File: src/rtl/sarx_pkg.sv
package sarx_pkg;
  typedef enum logic [1:0] {
    FMT_I2S  = 2'd0,
    FMT_LJ   = 2'd1,
    FMT_RJ   = 2'd2,
    FMT_DSPA = 2'd3
  } fmt_e;
endpackage

File: src/rtl/sarx_sync.sv
// Synchronizes the three serial pins and flags rising bit-clock edges.
module sarx_sync #(
  parameter int STAGES = 2
) (
  input  logic clk,
  input  logic rst_n,
  input  logic bclk_in,
  input  logic fsync_in,
  input  logic sdata_in,
  output logic bit_tick,
  output logic fs_lvl,
  output logic sd_lvl
);
  logic [2:0] raw;
  logic [2:0] pipe [STAGES];
  logic       bclk_last;

  assign raw = {sdata_in, fsync_in, bclk_in};

  always_ff @(posedge clk or negedge rst_n) begin
    if (!rst_n) begin
      for (int i = 0; i < STAGES; i++) pipe[i] <= '0;
      bclk_last <= 1'b0;
    end else begin
      pipe[0] <= raw;
      for (int i = 1; i < STAGES; i++) pipe[i] <= pipe[i-1];
      bclk_last <= pipe[STAGES-1][0];
    end
  end

  assign bit_tick = pipe[STAGES-1][0] & ~bclk_last;
  assign fs_lvl   = pipe[STAGES-1][1];
  assign sd_lvl   = pipe[STAGES-1][2];
endmodule

File: src/rtl/sarx_frame_ctl.sv
// Tracks slot position and channel per bit-clock edge, decides when a word
// is complete and flags early frame-clock changes.
module sarx_frame_ctl
  import sarx_pkg::*;
#(
  parameter int WLW = 6,
  parameter int SLW = 6,
  parameter int CHW = 4
) (
  input  logic           clk,
  input  logic           rst_n,
  input  logic           tick,
  input  logic           fs,
  input  fmt_e           fmt,
  input  logic [WLW-1:0] word_len,
  input  logic [SLW-1:0] slot_len,
  input  logic [CHW-1:0] dsp_slots,
  output logic           emit_cur,
  output logic           emit_prev,
  output logic [CHW-1:0] emit_chan,
  output logic           err_pulse
);
  logic           fs_prev, primed, active;
  logic [SLW-1:0] pos;
  logic [CHW-1:0] chan;

  logic           trans, rise, lead_start, late_start, wrap, last_slot, err;
  logic           a_act, b_act;
  logic [SLW-1:0] a_pos, b_pos, pos_inc, wl_ext;
  logic [CHW-1:0] a_chan, b_chan, chan_inc, late_chan;

  always_comb begin
    wl_ext     = SLW'(word_len);
    trans      = primed & (fs ^ fs_prev);
    rise       = primed & fs & ~fs_prev;
    // left- and right-justified slots begin on the changing edge itself
    lead_start = ((fmt == FMT_LJ) || (fmt == FMT_RJ)) & trans;
    a_act      = lead_start | active;
    a_pos      = lead_start ? '0 : pos;
    a_chan     = lead_start ? (fs ? '0 : CHW'(1)) : chan;
    // the bit on this edge belongs to slot "a"
    pos_inc    = (a_pos < slot_len) ? a_pos + SLW'(1) : a_pos;
    chan_inc   = a_chan + CHW'(1);
    wrap       = (fmt == FMT_DSPA) & a_act & (pos_inc == slot_len);
    last_slot  = (chan_inc == dsp_slots);
    b_act      = a_act & ~(wrap & last_slot);
    b_pos      = !a_act ? a_pos : (wrap ? '0 : pos_inc);
    b_chan     = wrap ? chan_inc : a_chan;
    // I2S and DSP A start the next slot one edge after the change
    late_start = ((fmt == FMT_I2S) & trans) | ((fmt == FMT_DSPA) & rise);
    late_chan  = ((fmt == FMT_I2S) && fs) ? CHW'(1) : '0;

    unique case (fmt)
      FMT_LJ, FMT_RJ: err = trans & active & (pos < slot_len);
      FMT_I2S:        err = trans & active & (b_pos < slot_len);
      default:        err = rise & b_act;
    endcase

    emit_cur  = tick & a_act & (fmt != FMT_RJ) & (a_pos == wl_ext - SLW'(1));
    emit_prev = tick & (fmt == FMT_RJ) & trans & active & ~err;
    emit_chan = emit_prev ? chan : a_chan;
    err_pulse = tick & err;
  end

  always_ff @(posedge clk or negedge rst_n) begin
    if (!rst_n) begin
      fs_prev <= 1'b0;
      primed  <= 1'b0;
      active  <= 1'b0;
      pos     <= '0;
      chan    <= '0;
    end else if (tick) begin
      fs_prev <= fs;
      primed  <= 1'b1;
      if (late_start) begin
        active <= 1'b1;
        pos    <= '0;
        chan   <= late_chan;
      end else begin
        active <= b_act;
        pos    <= b_pos;
        chan   <= b_chan;
      end
    end
  end
endmodule

File: src/rtl/sarx_word_path.sv
// Serial-to-parallel shift register and the single output register.
module sarx_word_path #(
  parameter int WORD_MAX = 32,
  parameter int WLW      = 6,
  parameter int CHW      = 4
) (
  input  logic                clk,
  input  logic                rst_n,
  input  logic                tick,
  input  logic                sd,
  input  logic                emit_cur,
  input  logic                emit_prev,
  input  logic [CHW-1:0]      emit_chan,
  input  logic [WLW-1:0]      word_len,
  output logic                word_valid,
  output logic [WORD_MAX-1:0] word_data,
  output logic [CHW-1:0]      word_chan
);
  logic [WORD_MAX-1:0] sh, sh_next, mask;

  always_comb begin
    sh_next = {sh[WORD_MAX-2:0], sd};
    for (int i = 0; i < WORD_MAX; i++) mask[i] = (WLW'(i) < word_len);
  end

  always_ff @(posedge clk or negedge rst_n) begin
    if (!rst_n) begin
      sh         <= '0;
      word_valid <= 1'b0;
      word_data  <= '0;
      word_chan  <= '0;
    end else begin
      word_valid <= 1'b0;
      if (tick) begin
        sh <= sh_next;
        if (emit_cur || emit_prev) begin
          word_valid <= 1'b1;
          word_data  <= (emit_cur ? sh_next : sh) & mask;
          word_chan  <= emit_chan;
        end
      end
    end
  end
endmodule

File: src/rtl/serial_audio_rx.sv
module serial_audio_rx
  import sarx_pkg::*;
#(
  parameter  int WORD_MAX    = 32,
  parameter  int SLOT_MAX    = 32,
  parameter  int CHAN_MAX    = 8,
  parameter  int SYNC_STAGES = 2,
  localparam int WLW         = $clog2(WORD_MAX + 1),
  localparam int SLW         = $clog2(SLOT_MAX + 1),
  localparam int CHW         = $clog2(CHAN_MAX + 1)
) (
  input  logic                clk,
  input  logic                rst_n,
  input  logic [1:0]          cfg_mode,
  input  logic [WLW-1:0]      cfg_word_len,
  input  logic [SLW-1:0]      cfg_slot_len,
  input  logic [CHW-1:0]      cfg_dsp_slots,
  input  logic                bclk_in,
  input  logic                fsync_in,
  input  logic                sdata_in,
  output logic                word_valid,
  output logic [WORD_MAX-1:0] word_data,
  output logic [CHW-1:0]      word_chan,
  output logic                frame_err
);
  logic           tick, fs_s, sd_s;
  logic           emit_cur, emit_prev, err_pulse;
  logic [CHW-1:0] emit_chan;
  logic           err_q;

  sarx_sync #(.STAGES(SYNC_STAGES)) u_sync (
    .clk(clk), .rst_n(rst_n),
    .bclk_in(bclk_in), .fsync_in(fsync_in), .sdata_in(sdata_in),
    .bit_tick(tick), .fs_lvl(fs_s), .sd_lvl(sd_s)
  );

  sarx_frame_ctl #(.WLW(WLW), .SLW(SLW), .CHW(CHW)) u_ctl (
    .clk(clk), .rst_n(rst_n), .tick(tick), .fs(fs_s),
    .fmt(fmt_e'(cfg_mode)), .word_len(cfg_word_len),
    .slot_len(cfg_slot_len), .dsp_slots(cfg_dsp_slots),
    .emit_cur(emit_cur), .emit_prev(emit_prev),
    .emit_chan(emit_chan), .err_pulse(err_pulse)
  );

  sarx_word_path #(.WORD_MAX(WORD_MAX), .WLW(WLW), .CHW(CHW)) u_path (
    .clk(clk), .rst_n(rst_n), .tick(tick), .sd(sd_s),
    .emit_cur(emit_cur), .emit_prev(emit_prev), .emit_chan(emit_chan),
    .word_len(cfg_word_len),
    .word_valid(word_valid), .word_data(word_data), .word_chan(word_chan)
  );

  always_ff @(posedge clk or negedge rst_n) begin
    if (!rst_n) err_q <= 1'b0;
    else if (err_pulse) err_q <= 1'b1;
  end

  assign frame_err = err_q;
endmodule

File: config.mk
export PLATFORM = sky130hd
export DESIGN_NAME = serial_audio_rx
export DESIGN_NICKNAME = d
export VERILOG_FILES = /design/src/rtl/sarx_pkg.sv /design/src/rtl/sarx_sync.sv /design/src/rtl/sarx_frame_ctl.sv /design/src/rtl/sarx_word_path.sv /design/src/rtl/serial_audio_rx.sv
export SDC_FILE = /design/constraint.sdc
export NUM_CORES = 1
export LEC_CHECK = 0
export BUFFER_PORTS_ARGS = -buffer_cell sky130_fd_sc_hd__buf_2
export CORE_MARGIN = 2
export CORE_UTILIZATION = 57
export CTS_CLUSTER_SIZE = 30
export DETAILED_ROUTE_END_ITERATION = 8
export GPL_TIMING_DRIVEN = 0
export PLACE_DENSITY = 0.78
export SYNTH_ARGS = -nofsm -noshare
export SYNTH_HDL_FRONTEND = slang
export SYNTH_HIERARCHICAL = 1
export SYNTH_SLANG_ARGS = --single-unit
File: constraint.sdc
create_clock -name clk -period 18.2 [get_ports clk]
set_clock_uncertainty 0.2 [all_clocks]
set_input_delay 3.64 -clock clk [delete_from_list [all_inputs] [get_ports clk]]
set_output_delay 3.64 -clock clk [all_outputs]
set_load 0.01 [all_outputs]
==> results.yml <==
power_and_ir_drop:
  power_leakage_nw: 2.96
  worst_ir_drop_vdd_uv: 49.1
  cellPowerDensity_mw_per_mm2: 87.3
final_layout:
  area_growth_syn_to_layout_pct: 12.9
  final_nets: 642
  drive_above_1_share_pct: 25.9
  fin_util_pct: 66.8
  diodes: 0
  postLayoutCellArea_mm2: 0.00621
detailed_routing:
  drc: 0
  drt_iter0_drc: 349
  routed_via_density: 6.27
  ant_nets: 0
  routedWlPerCell_um: 19.5
  vias: 4581
  dr.pass1.iters: 5
  drt-total-wl_um: 14200
global_route:
  grt_usage_pct: 28.5
  grt_start_max_net_pins: 72
  overflow: 0
  grt_pass1_wl_um: 22800
  first_global_vias: 4393
  antenna_found_initial: 0
floorplan:
  die_x_um: 102
  start_util_pct: 59.2
  fp.dieH_um: 102
  pin_count: 61
  die-area_mm2: 0.0104
  core_area_mm2: 0.00928
  rows: 35
synth:
  ys.flop_type: "dfrtp_1"
  yosysSeqAreaShare_pct: 41.0
  yosys.area.top_type_share_pct: 41.0
  yosysWarnings: 6
  synthTopCellsByCount: "90 x dfrtp_1, 37 x mux2_2, 37 x nand2_1"
  syn_area_mm2: 0.00550
  synth.top_cells.by_area: "dfrtp_1 41%, mux2_2 7.6%, mux2i_1 5.8%"
  synth_cells: 526
  synth-seq-cells: 90
  post-synth-top-count-cell: "dfrtp_1"
  avgSynthCellArea_um2: 10.4
  synthDistinctLibCells: 75
  syn-num-nets: 571
  synth_edf_count: 0
  synth-async-reset-ratio_pct: 100
  yosysTopAreaCell: "dfrtp_1"
critical_path:
  end_kind: "flop"
  cpMaxStageDelayCell: "o21ai_1"
  rrSetupSlack_ns: 10.77
  cp_data_arrival_time_ns: 10.73
  crit_required_ns: 18.26
  crit_path_max_fanout: 10
  r2r-start: "u_ctl/primed"
  start_kind: "input port"
  r2r_cells: 29
  critPathKind: "in -> reg"
  reg2reg_to: "u_path/word_data[29]"
  slowest_delay_ns: 0.67
cts:
  cts_resized: 0
  postCtsSetupRepairBufs: 0
  cts_made_buffers: 9
  insertion_delay_ns: 0.37
  cts_max_level: 3
  clk_pin_slew_ns: 0.10
  cts_root_buf: "clkbuf_8"
  cts_tree: "yes"
  ctsHoldBuffers: 0
  numClockSinks: 90
  clockBufferDepth: 2
sta:
  hold_viol_final: 0
  rsz0062_at_grt: "false"
  min_period_ns: 10.67
  setup_viol: 0
  fin_crit_sh_pct: 58.6
  drv_slew: 0
  tightest_slew_ns: 0.765
  relSlewSlack_pct: 47.7
  max_freq_mhz: 93.7
  fin_tns_setup_ns: 0
placement:
  dpl_cell_area_mm2: 0.00598
  port_buffers: 59
  gp_congestion: 0.917
  dp_hpwl_um: 10400
status:
  status: "complete, no violations"
worst_hold_path:
  min_from: "u_sync/pipe[4]"
  hold_depth: 0
  min_path_type: "reg -> reg"
  min_to: "u_sync/fs_lvl"
job:
  max_cap_violations: 0
registers in the layout (all words and copies together) (netlist names), 4 cells and up:
signal	flops
u_ctl/chan	4
u_ctl/pos	6
u_path/sh	32
u_path/word_chan	4
u_path/word_data	32
u_sync/pipe	4
cell type report:
class	instances	area, um^2
timing repair buffer	60	325
inverter	27	101
fill	756	3080
clock inverter	6	96.3
clock buffer	10	128
multi-input combinational	378	2970
tap	129	161
buffer	31	175
sequential	90	2250
stage by stage:
step                total power [mW]  hold slack, ns  setup WS [ns]  std cells
floorplan                      0.340           0.131           8.90        526
global placement               0.378           0.133           7.46        714
detailed placement             0.384           0.137           7.35        715
CTS                            0.542           0.158           7.71        731
global route                   0.567           0.171           7.08        731
finish                         0.542           0.155           7.53        731
worst max path at each step:
stage	start	endpoint	slack, ns	depth (start not counted)
final	cfg_mode[0]	u_path/word_data[29]	7.53	32
after detailed placement	cfg_mode[0]	u_path/word_data[23]	7.35	32
after global placement	cfg_mode[0]	u_path/word_data[29]	7.46	32
after floorplan	cfg_mode[0]	u_path/word_chan[0]	8.90	29
after CTS	cfg_mode[0]	u_path/word_data[29]	7.71	32
after global routing	cfg_mode[0]	u_path/word_data[29]	7.08	32
kinds of logic (layout without fill, tap and decap cells):
| family | count (synthesis) | after routing | synth area share (%) |
|---|---|---|---|
| adders and majority gates | 22 | 22 | 5.01 |
| muxes | 70 | 70 | 13.6 |
| AOI/OAI and AO/OA | 154 | 154 | 19.6 |
| DFF | 90 | 90 | 41.0 |
| buffers and inverters | 58 | 134 | 5.03 |
| xor gates and xnor gates | 22 | 22 | 4.44 |
| and+or+nand+nor | 110 | 110 | 11.3 |
per-layer routing:
metal	GRT usage [%]	share of wire, %
met1	41.8	47
met2	43.6	45
met3	6.09	6.7
met4	6.97	1.2
met5	0	0
critical path, delay by kind of cell:
family / cells / cell delay (ns)
xor+xnor: 1 / 0.15
compound gates: 11 / 2.69
fa+ha+maj: 3 / 1.00
simple gates: 10 / 1.89
buf+inv: 7 / 1.35
layout by cell type (no fill, tap or decap), drive strengths merged, types with 6 or more instances in the layout:
| master | netlist | routed |
|---|---|---|
| dfrtp | 90 | 90 |
| buf | 25 | 85 |
| nand2 | 39 | 39 |
| mux2 | 38 | 38 |
| a21oi | 33 | 33 |
| mux2i | 32 | 32 |
| inv | 26 | 29 |
| o21ai | 24 | 24 |
| ha | 22 | 22 |
| a21o | 16 | 16 |
| o31ai | 16 | 16 |
| clkbuf | 6 | 16 |
| xnor2 | 15 | 15 |
| nor2 | 14 | 14 |
| nand3 | 9 | 9 |
| a2111oi | 9 | 9 |
| a211oi | 8 | 8 |
| a31oi | 8 | 8 |
| a22o | 8 | 8 |
| nor3 | 8 | 8 |
| and2 | 6 | 6 |
| xor2 | 6 | 6 |
power by group:
part	internal [mW]	total, mW	switching, mW	leakage, nW
combinational	0.0600	0.137	0.0771	1.66
clock	0.0794	0.157	0.0779	0.109
sequential	0.223	0.247	0.0239	1.19
No activity file was read; power rests on OpenSTA's default activity.
